$ cat config.mk
export PLATFORM = sky130hd
export DESIGN_NAME = itx_fetch_xlate
export DESIGN_NICKNAME = d
export VERILOG_FILES = /design/src/rtl/itx_pkg.sv /design/src/rtl/itx_bypass.sv /design/src/rtl/itx_tlb_path.sv /design/src/rtl/itx_fault_regs.sv /design/src/rtl/itx_fetch_xlate.sv
export SDC_FILE = /design/constraint.sdc
export NUM_CORES = 1
export LEC_CHECK = 0
export BUFFER_PORTS_ARGS = -buffer_cell sky130_fd_sc_hd__buf_2
export CORE_AREA = 4 4 159 161
export DETAILED_ROUTE_END_ITERATION = 8
export DIE_AREA = 0 0 163 165
export RECOVER_POWER = 25
export SYNTH_ARGS = -nofsm -noshare
export SYNTH_HDL_FRONTEND = slang
export SYNTH_SLANG_ARGS = --single-unit
export TNS_END_PERCENT = 30
$ cat constraint.sdc
create_clock -name clk_i -period 2.4 [get_ports clk_i]
set_input_delay 0.24 -clock clk_i [delete_from_list [all_inputs] [get_ports clk_i]]
set_output_delay 0.24 -clock clk_i [all_outputs]
set_load 0.005 [all_outputs]
$ cat src/rtl/itx_pkg.sv
package itx_pkg;
  typedef enum logic [1:0] {
    FLT_NONE = 2'd0,
    FLT_ACV  = 2'd1,
    FLT_MISS = 2'd2,
    FLT_MCHK = 2'd3
  } itx_fault_e;
endpackage

$ cat src/rtl/itx_bypass.sv
module itx_bypass #(
  parameter int VA_W       = 64,
  parameter int PA_IMPL_W  = 44,
  parameter int VA_IMPL_W  = 43,
  parameter int MODE_W     = 2,
  parameter int UC_LO_BIT  = 39,
  parameter int UC_HI_BIT  = 40,
  parameter int SP_TRUNC_W = 40
) (
  input  logic [VA_W-1:0]   vaddr_i,
  input  logic              phys_i,
  input  logic [MODE_W-1:0] mode_i,
  input  logic              sp_en_i,
  output logic              pal_sel_o,
  output logic              phys_sel_o,
  output logic              sp_sel_o,
  output logic              sp_acv_o,
  output logic [VA_W-1:0]   pa_o
);
  localparam logic [VA_W-1:0] PA_MASK =
    {{(VA_W-PA_IMPL_W){1'b0}}, {PA_IMPL_W{1'b1}}};
  localparam logic [VA_W-1:0] SP_EXT =
    {{(VA_W-PA_IMPL_W){1'b0}}, {(PA_IMPL_W-SP_TRUNC_W){1'b1}}, {SP_TRUNC_W{1'b0}}};
  localparam logic [VA_W-1:0] SP_TRUNC =
    {{(VA_W-SP_TRUNC_W){1'b0}}, {SP_TRUNC_W{1'b1}}};
  localparam logic [1:0] SP_SPACE = 2'b10;

  logic [VA_W-1:0] masked_va;
  logic            in_window;

  assign masked_va  = vaddr_i & PA_MASK;
  assign in_window  = sp_en_i && (vaddr_i[VA_IMPL_W-1 -: 2] == SP_SPACE);

  // fixed priority: code marker, physical flag, kernel window
  assign pal_sel_o  = vaddr_i[0];
  assign phys_sel_o = !vaddr_i[0] && phys_i;
  assign sp_sel_o   = !vaddr_i[0] && !phys_i && in_window;
  assign sp_acv_o   = sp_sel_o && (mode_i != '0);

  always_comb begin
    if (pal_sel_o) begin
      pa_o = {masked_va[VA_W-1:2], 2'b00};
    end else if (phys_sel_o) begin
      pa_o = vaddr_i;
    end else if (masked_va[UC_LO_BIT] || masked_va[UC_HI_BIT]) begin
      pa_o = masked_va | SP_EXT;
    end else begin
      pa_o = masked_va & SP_TRUNC;
    end
  end
endmodule

$ cat src/rtl/itx_tlb_path.sv
module itx_tlb_path #(
  parameter int VA_W       = 64,
  parameter int PAGE_SHIFT = 13,
  parameter int PFN_W      = 32,
  parameter int NMODES     = 4,
  parameter int MODE_W     = 2
) (
  input  logic [PAGE_SHIFT-1:0] pofs_i,
  input  logic [MODE_W-1:0]     mode_i,
  input  logic [PFN_W-1:0]      pfn_i,
  input  logic [NMODES-1:0]     xre_i,
  output logic                  xre_ok_o,
  output logic [VA_W-1:0]       pa_o
);
  localparam int RAW_W = PFN_W + PAGE_SHIFT;

  logic [RAW_W-1:0] raw_pa;
  logic [NMODES-1:0] mode_dec;

  assign raw_pa = {pfn_i, pofs_i[PAGE_SHIFT-1:2], 2'b00};
  assign pa_o   = VA_W'(raw_pa);

  for (genvar m = 0; m < NMODES; m++) begin : g_mode
    assign mode_dec[m] = (mode_i == MODE_W'(m));
  end

  assign xre_ok_o = |(mode_dec & xre_i);
endmodule

$ cat src/rtl/itx_fault_regs.sv
module itx_fault_regs #(
  parameter int VA_W  = 64,
  parameter int VPN_W = 30
) (
  input  logic             clk_i,
  input  logic             rst_ni,
  input  logic             capture_i,
  input  logic [VA_W-1:0]  vaddr_i,
  input  logic [VPN_W-1:0] vpn_i,
  input  logic [VA_W-1:0]  ptbase_i,
  output logic [VA_W-1:0]  tag_o,
  output logic [VA_W-1:0]  form_o
);
  logic [VA_W-1:0] tag_q, form_q;

  always_ff @(posedge clk_i or negedge rst_ni) begin
    if (!rst_ni) begin
      tag_q  <= '0;
      form_q <= '0;
    end else if (capture_i) begin
      tag_q  <= vaddr_i;
      form_q <= ptbase_i | (VA_W'(vpn_i) << 3);
    end
  end

  assign tag_o  = tag_q;
  assign form_o = form_q;

  a_r9_tag_capture: assert property (@(posedge clk_i) disable iff (!rst_ni)
    capture_i |=> tag_o == $past(vaddr_i));

  a_r10_regs_hold: assert property (@(posedge clk_i) disable iff (!rst_ni)
    !capture_i |=> $stable(tag_o) && $stable(form_o));
endmodule

$ cat src/rtl/itx_fetch_xlate.sv
module itx_fetch_xlate
  import itx_pkg::*;
#(
  parameter int VA_W       = 64,
  parameter int PA_IMPL_W  = 44,
  parameter int VA_IMPL_W  = 43,
  parameter int PAGE_SHIFT = 13,
  parameter int PFN_W      = 32,
  parameter int ASN_W      = 8,
  parameter int NMODES     = 4,
  parameter int UC_LO_BIT  = 39,
  parameter int UC_HI_BIT  = 40,
  parameter int SP_TRUNC_W = 40
) (
  input  logic                            clk_i,
  input  logic                            rst_ni,
  input  logic                            req_valid_i,
  input  logic [VA_W-1:0]                 vaddr_i,
  input  logic                            phys_i,
  input  logic                            upd_en_i,
  input  logic [$clog2(NMODES)-1:0]       mode_i,
  input  logic [1:0]                      sp_ctl_i,
  input  logic [ASN_W-1:0]                asn_i,
  input  logic [VA_W-1:0]                 ptbase_i,
  output logic [VA_IMPL_W-PAGE_SHIFT-1:0] tlb_vpn_o,
  output logic [ASN_W-1:0]                tlb_asn_o,
  input  logic                            tlb_hit_i,
  input  logic [PFN_W-1:0]                tlb_pfn_i,
  input  logic [NMODES-1:0]               tlb_xre_i,
  output logic [VA_W-1:0]                 paddr_o,
  output logic [1:0]                      fault_o,
  output logic                            uncached_o,
  output logic [VA_W-1:0]                 fault_tag_o,
  output logic [VA_W-1:0]                 va_form_o
);
  localparam int MODE_W = $clog2(NMODES);
  localparam int VPN_W  = VA_IMPL_W - PAGE_SHIFT;
  localparam logic [VA_W-1:0] PA_MASK =
    {{(VA_W-PA_IMPL_W){1'b0}}, {PA_IMPL_W{1'b1}}};

  logic            pal_sel, phys_sel, sp_sel, sp_acv, xre_ok, capture;
  logic [VA_W-1:0] byp_pa, tlb_pa, res_pa;
  itx_fault_e      res_fault;
  logic            unused_sp;

  assign unused_sp = sp_ctl_i[0];
  assign tlb_vpn_o = vaddr_i[VA_IMPL_W-1:PAGE_SHIFT];
  assign tlb_asn_o = asn_i;

  itx_bypass #(
    .VA_W(VA_W), .PA_IMPL_W(PA_IMPL_W), .VA_IMPL_W(VA_IMPL_W), .MODE_W(MODE_W),
    .UC_LO_BIT(UC_LO_BIT), .UC_HI_BIT(UC_HI_BIT), .SP_TRUNC_W(SP_TRUNC_W)
  ) u_bypass (
    .vaddr_i   (vaddr_i),
    .phys_i    (phys_i),
    .mode_i    (mode_i),
    .sp_en_i   (sp_ctl_i[1]),
    .pal_sel_o (pal_sel),
    .phys_sel_o(phys_sel),
    .sp_sel_o  (sp_sel),
    .sp_acv_o  (sp_acv),
    .pa_o      (byp_pa)
  );

  itx_tlb_path #(
    .VA_W(VA_W), .PAGE_SHIFT(PAGE_SHIFT), .PFN_W(PFN_W), .NMODES(NMODES), .MODE_W(MODE_W)
  ) u_tlb (
    .pofs_i  (vaddr_i[PAGE_SHIFT-1:0]),
    .mode_i  (mode_i),
    .pfn_i   (tlb_pfn_i),
    .xre_i   (tlb_xre_i),
    .xre_ok_o(xre_ok),
    .pa_o    (tlb_pa)
  );

  always_comb begin
    res_fault = FLT_NONE;
    res_pa    = '0;
    if (pal_sel || phys_sel) begin
      res_pa = byp_pa;
    end else if (sp_sel) begin
      if (sp_acv) res_fault = FLT_ACV;
      else        res_pa    = byp_pa;
    end else if (!tlb_hit_i) begin
      res_fault = FLT_MISS;
    end else if (!xre_ok) begin
      res_fault = FLT_ACV;
    end else begin
      res_pa = tlb_pa;
    end
    if (res_fault == FLT_NONE && |(res_pa & ~PA_MASK)) begin
      res_fault = FLT_MCHK;
      res_pa    = '0;
    end
    if (!req_valid_i) begin
      res_fault = FLT_NONE;
      res_pa    = '0;
    end
  end

  assign paddr_o    = res_pa;
  assign fault_o    = res_fault;
  assign uncached_o = (res_fault == FLT_NONE) && (res_pa[UC_LO_BIT] || res_pa[UC_HI_BIT]);
  assign capture    = req_valid_i && upd_en_i &&
                      (res_fault == FLT_ACV || res_fault == FLT_MISS);

  itx_fault_regs #(.VA_W(VA_W), .VPN_W(VPN_W)) u_fregs (
    .clk_i    (clk_i),
    .rst_ni   (rst_ni),
    .capture_i(capture),
    .vaddr_i  (vaddr_i),
    .vpn_i    (vaddr_i[VA_IMPL_W-1:PAGE_SHIFT]),
    .ptbase_i (ptbase_i),
    .tag_o    (fault_tag_o),
    .form_o   (va_form_o)
  );

  a_r1_marker_clean: assert property (@(posedge clk_i) disable iff (!rst_ni)
    req_valid_i && vaddr_i[0] |-> fault_o == FLT_NONE && paddr_o[1:0] == 2'b00);

  a_r4_window_user_acv: assert property (@(posedge clk_i) disable iff (!rst_ni)
    req_valid_i && !vaddr_i[0] && !phys_i && sp_ctl_i[1] &&
    vaddr_i[VA_IMPL_W-1 -: 2] == 2'b10 && mode_i != '0 |-> fault_o == FLT_ACV);

  a_r5_miss_code: assert property (@(posedge clk_i) disable iff (!rst_ni)
    req_valid_i && !vaddr_i[0] && !phys_i && !sp_ctl_i[1] && !tlb_hit_i
    |-> fault_o == FLT_MISS);

  a_r8_uncached_clean: assert property (@(posedge clk_i) disable iff (!rst_ni)
    uncached_o |-> fault_o == FLT_NONE && paddr_o[PA_IMPL_W-1:0] != '0);

  a_r10_idle_quiet: assert property (@(posedge clk_i) disable iff (!rst_ni)
    !req_valid_i |=> $stable(fault_tag_o));
endmodule

==> out/qor.txt <==
Status: finished, violations left
Failing checks: capacitance limit, slew limit
Final Cell Area: 9090 um2
EDFF count, synth: 0
Max_cap viols: 1
Count of unique library cells instantiated by Yosys: 39
Drt first pass iters: 4
Fmax: 0.420 GHz
Vias post-DR: 5,385
Area leader, netlist: dfrtp_1
H-tree lvl count: 4
WL per Instance: 17.5 um
WL final: 21.6 mm
Hpwl dp: 16.8 mm
Core area: 24,000 um2
RSZ-0062 raised after global routing: true
Final Wtd Congestion: 0.787
Commonest non-fill, non-tap cell in the layout: buf_2
Post-synth top area share: 52.2%
Leak Pwr: 4.61 nW
Number of global-route vias before repair: 5,206
VDD IR max: 0.000390 V
Initial antenna violation count: 3
Worst Setup Slack, final: 20.8 ps
DRC violations left: 0
Area grow syn2layout: 48.2%
Placed cell area: 8450 um2
Placed Cells: 1,197
DIE AREA: 26,900 um2
Worst Path Max Fanout: 3
Worst Max-Slew Pin Slew: 1800 ps
Starting density of the core: 25.6%
1st-iter DRT viols: 141
Final period util: 99.1%
CTS Root Buffer Type: clkbuf_16
Worst min path class: in -> reg
Setup Skew: 0 ps
Endpoints failing hold: 0
Grt ovf: 0
Req. time, crit path: 2160 ps
Power per cell area: 879 nW/um2
Syn. warnings: 0
Gr usage total: 15.2%
Critical Path Start Type: primary input
Clk Latency, worst-skew pair: 420 ps
Post-Syn Area: 6130 um2
Post-DRT Antenna Nets: 0
Slew Limit Fails: 72
Critical Path Sink Type: output pin
Clk slew on worst S/H paths: 70 ps
CTS tree: built
Average cell area after synthesis: 11.7 um2
Register area share after synthesis: 52.2%
Slew HR: -19.8%
Pre-CTS WS: -259 ps
FFs w/ async S/R, synth: 100%
Post-route insts no fill: 1,232
Final design utilization: 37.9%
Fin crit period: 2380 ps
# setup viols final: 0
# IOs: 415
Die Height: 165 um
Pin count of the biggest net entering global routing: 72
Ys flop type: dfrtp_1
Largest cells by area after synthesis: dfrtp_1 52%, mux2_2 18%, buf_4 7.2%
First-pass GRT wire length: 31.0 mm
Clock sink total: 128
Antenna cells: 0
Share of cells above drive strength 1: 60.9%
Most frequent cells in the layout: 345 x buf_2, 128 x dfrtp_1, 88 x mux2_2
CTS Buffer Depth: 2
Rows: 57
Vias per inst: 4.37
Synthesized flop and latch total: 128
Crit path arrival time: 2140 ps
Power Total: 8.00 mW
Nets@finish: 1,078
Die X: 163 um
Num CTS Buffers: 17
Syn Inst Count: 525
Critical Setup Path Class: in -> out
PortBufs: 376
==> power breakdown <==
group	total, mW	internal (mW)	switching, mW	leakage, nW
Sequential	3.18	2.85	0.324	1.54
Clock	2.67	1.57	1.11	0.286
Combinational	2.15	1.21	0.943	2.79
==> synth_stat cells, types with 3 or more instances <==
library cell	number
o21ai_0	32
a22oi_1	27
clkbuf_1	23
buf_2	9
nand2_1	31
o2111a_1	3
nor4b_2	7
o31ai_1	3
nor4_1	5
nor4b_1	3
nor3_1	32
o22ai_1	4
dfrtp_1	128
buf_4	59
mux2_2	98
nor2_1	32
==> routing by layer <==
metal | up-vias | track usage, % | wire [um]
li1 | 2538 | - | -
met1 | 2585 | 18.8 | 8710
met2 | 229 | 26.1 | 11000
met3 | 29 | 3.84 | 1450
met4 | 4 | 4.54 | 366
met5 | - | 0 | 34
==> final cells by class <==
class | instances | area (um2)
Inverter | 1 | 3.75
Fill cell | 2470 | 14900
Clock buffer | 17 | 425
Multi-Input combinational cell | 321 | 2570
Sequential cell | 128 | 3200
Clock inverter | 15 | 171
Timing Repair Buffer | 426 | 2310
Tap cell | 324 | 405
==> cells by family (layout without fill, tap and decap cells) <==
| logic type | Yosys count | count (layout) | synth area share, % |
|---|---|---|---|
| AO/OA/AOI/OAI | 80 | 80 | 8.71 |
| adder cells (fa/ha/maj) | 1 | 1 | 0.204 |
| multiplexers | 99 | 99 | 18.4 |
| other | 1 | 21 | 0.0611 |
| flip-flops | 128 | 128 | 52.2 |
| AND/OR/NAND/NOR | 120 | 120 | 10.5 |
| buffers and inverters | 96 | 459 | 9.91 |
==> sequential cells by signal, indices dropped and copies added, names as in the netlist <==
register,cells
u_fregs.tag_o,64
u_fregs.form_o,64
==> through the flow <==
stage	hold WS, ps	setup TNS [ps]
final	49.6	0
after global routing	31.6	-1330
after CTS	25.4	-1.61
after detailed placement	286	-24810
after global placement	283	-22600
after floorplan	-55.6	-4570
==> path summary, 6_finish.rpt <==
path	endpoint	cells after the start	startpoint	slack, ps
max	uncached_o	10	tlb_xre_i[0]	20
min	u_fregs.form_o[33]$_DFFE_PN0P_	2	ptbase_i[33]	50
max reg2reg	u_fregs.tag_o[44]$_DFFE_PN0P_	1	u_fregs.tag_o[44]$_DFFE_PN0P_	1630
min reg2reg	u_fregs.form_o[18]$_DFFE_PN0P_	2	u_fregs.form_o[18]$_DFFE_PN0P_	470
max in group asynchronous	u_fregs.tag_o[18]$_DFFE_PN0P_	3	rst_ni	360
min in group asynchronous	u_fregs.tag_o[35]$_DFFE_PN0P_	3	rst_ni	790
==> critical path, cell delays in order <==
cell and delay, ps:
buf_2 110, mux4_2 470, and4_4 200, and2_4 160
o31ai_4 180, ha_2 220, nand2_1 50, a21o_1 180
a211oi_2 180, buf_2 150
==> what timing repair did <==
| item | CTS | global route |
|---|---|---|
| resized for setup | 5 | 9 |
| hold buffers | 1 | 0 |
| gates cloned | 0 | 0 |
| setup buffers | 2 | 0 |
| pin swaps | 3 | 4 |
| hold endpoints to repair | 71 | 0 |
| setup endpoints to repair | 16 | 17 |
Power figures use the tool's default switching activity.
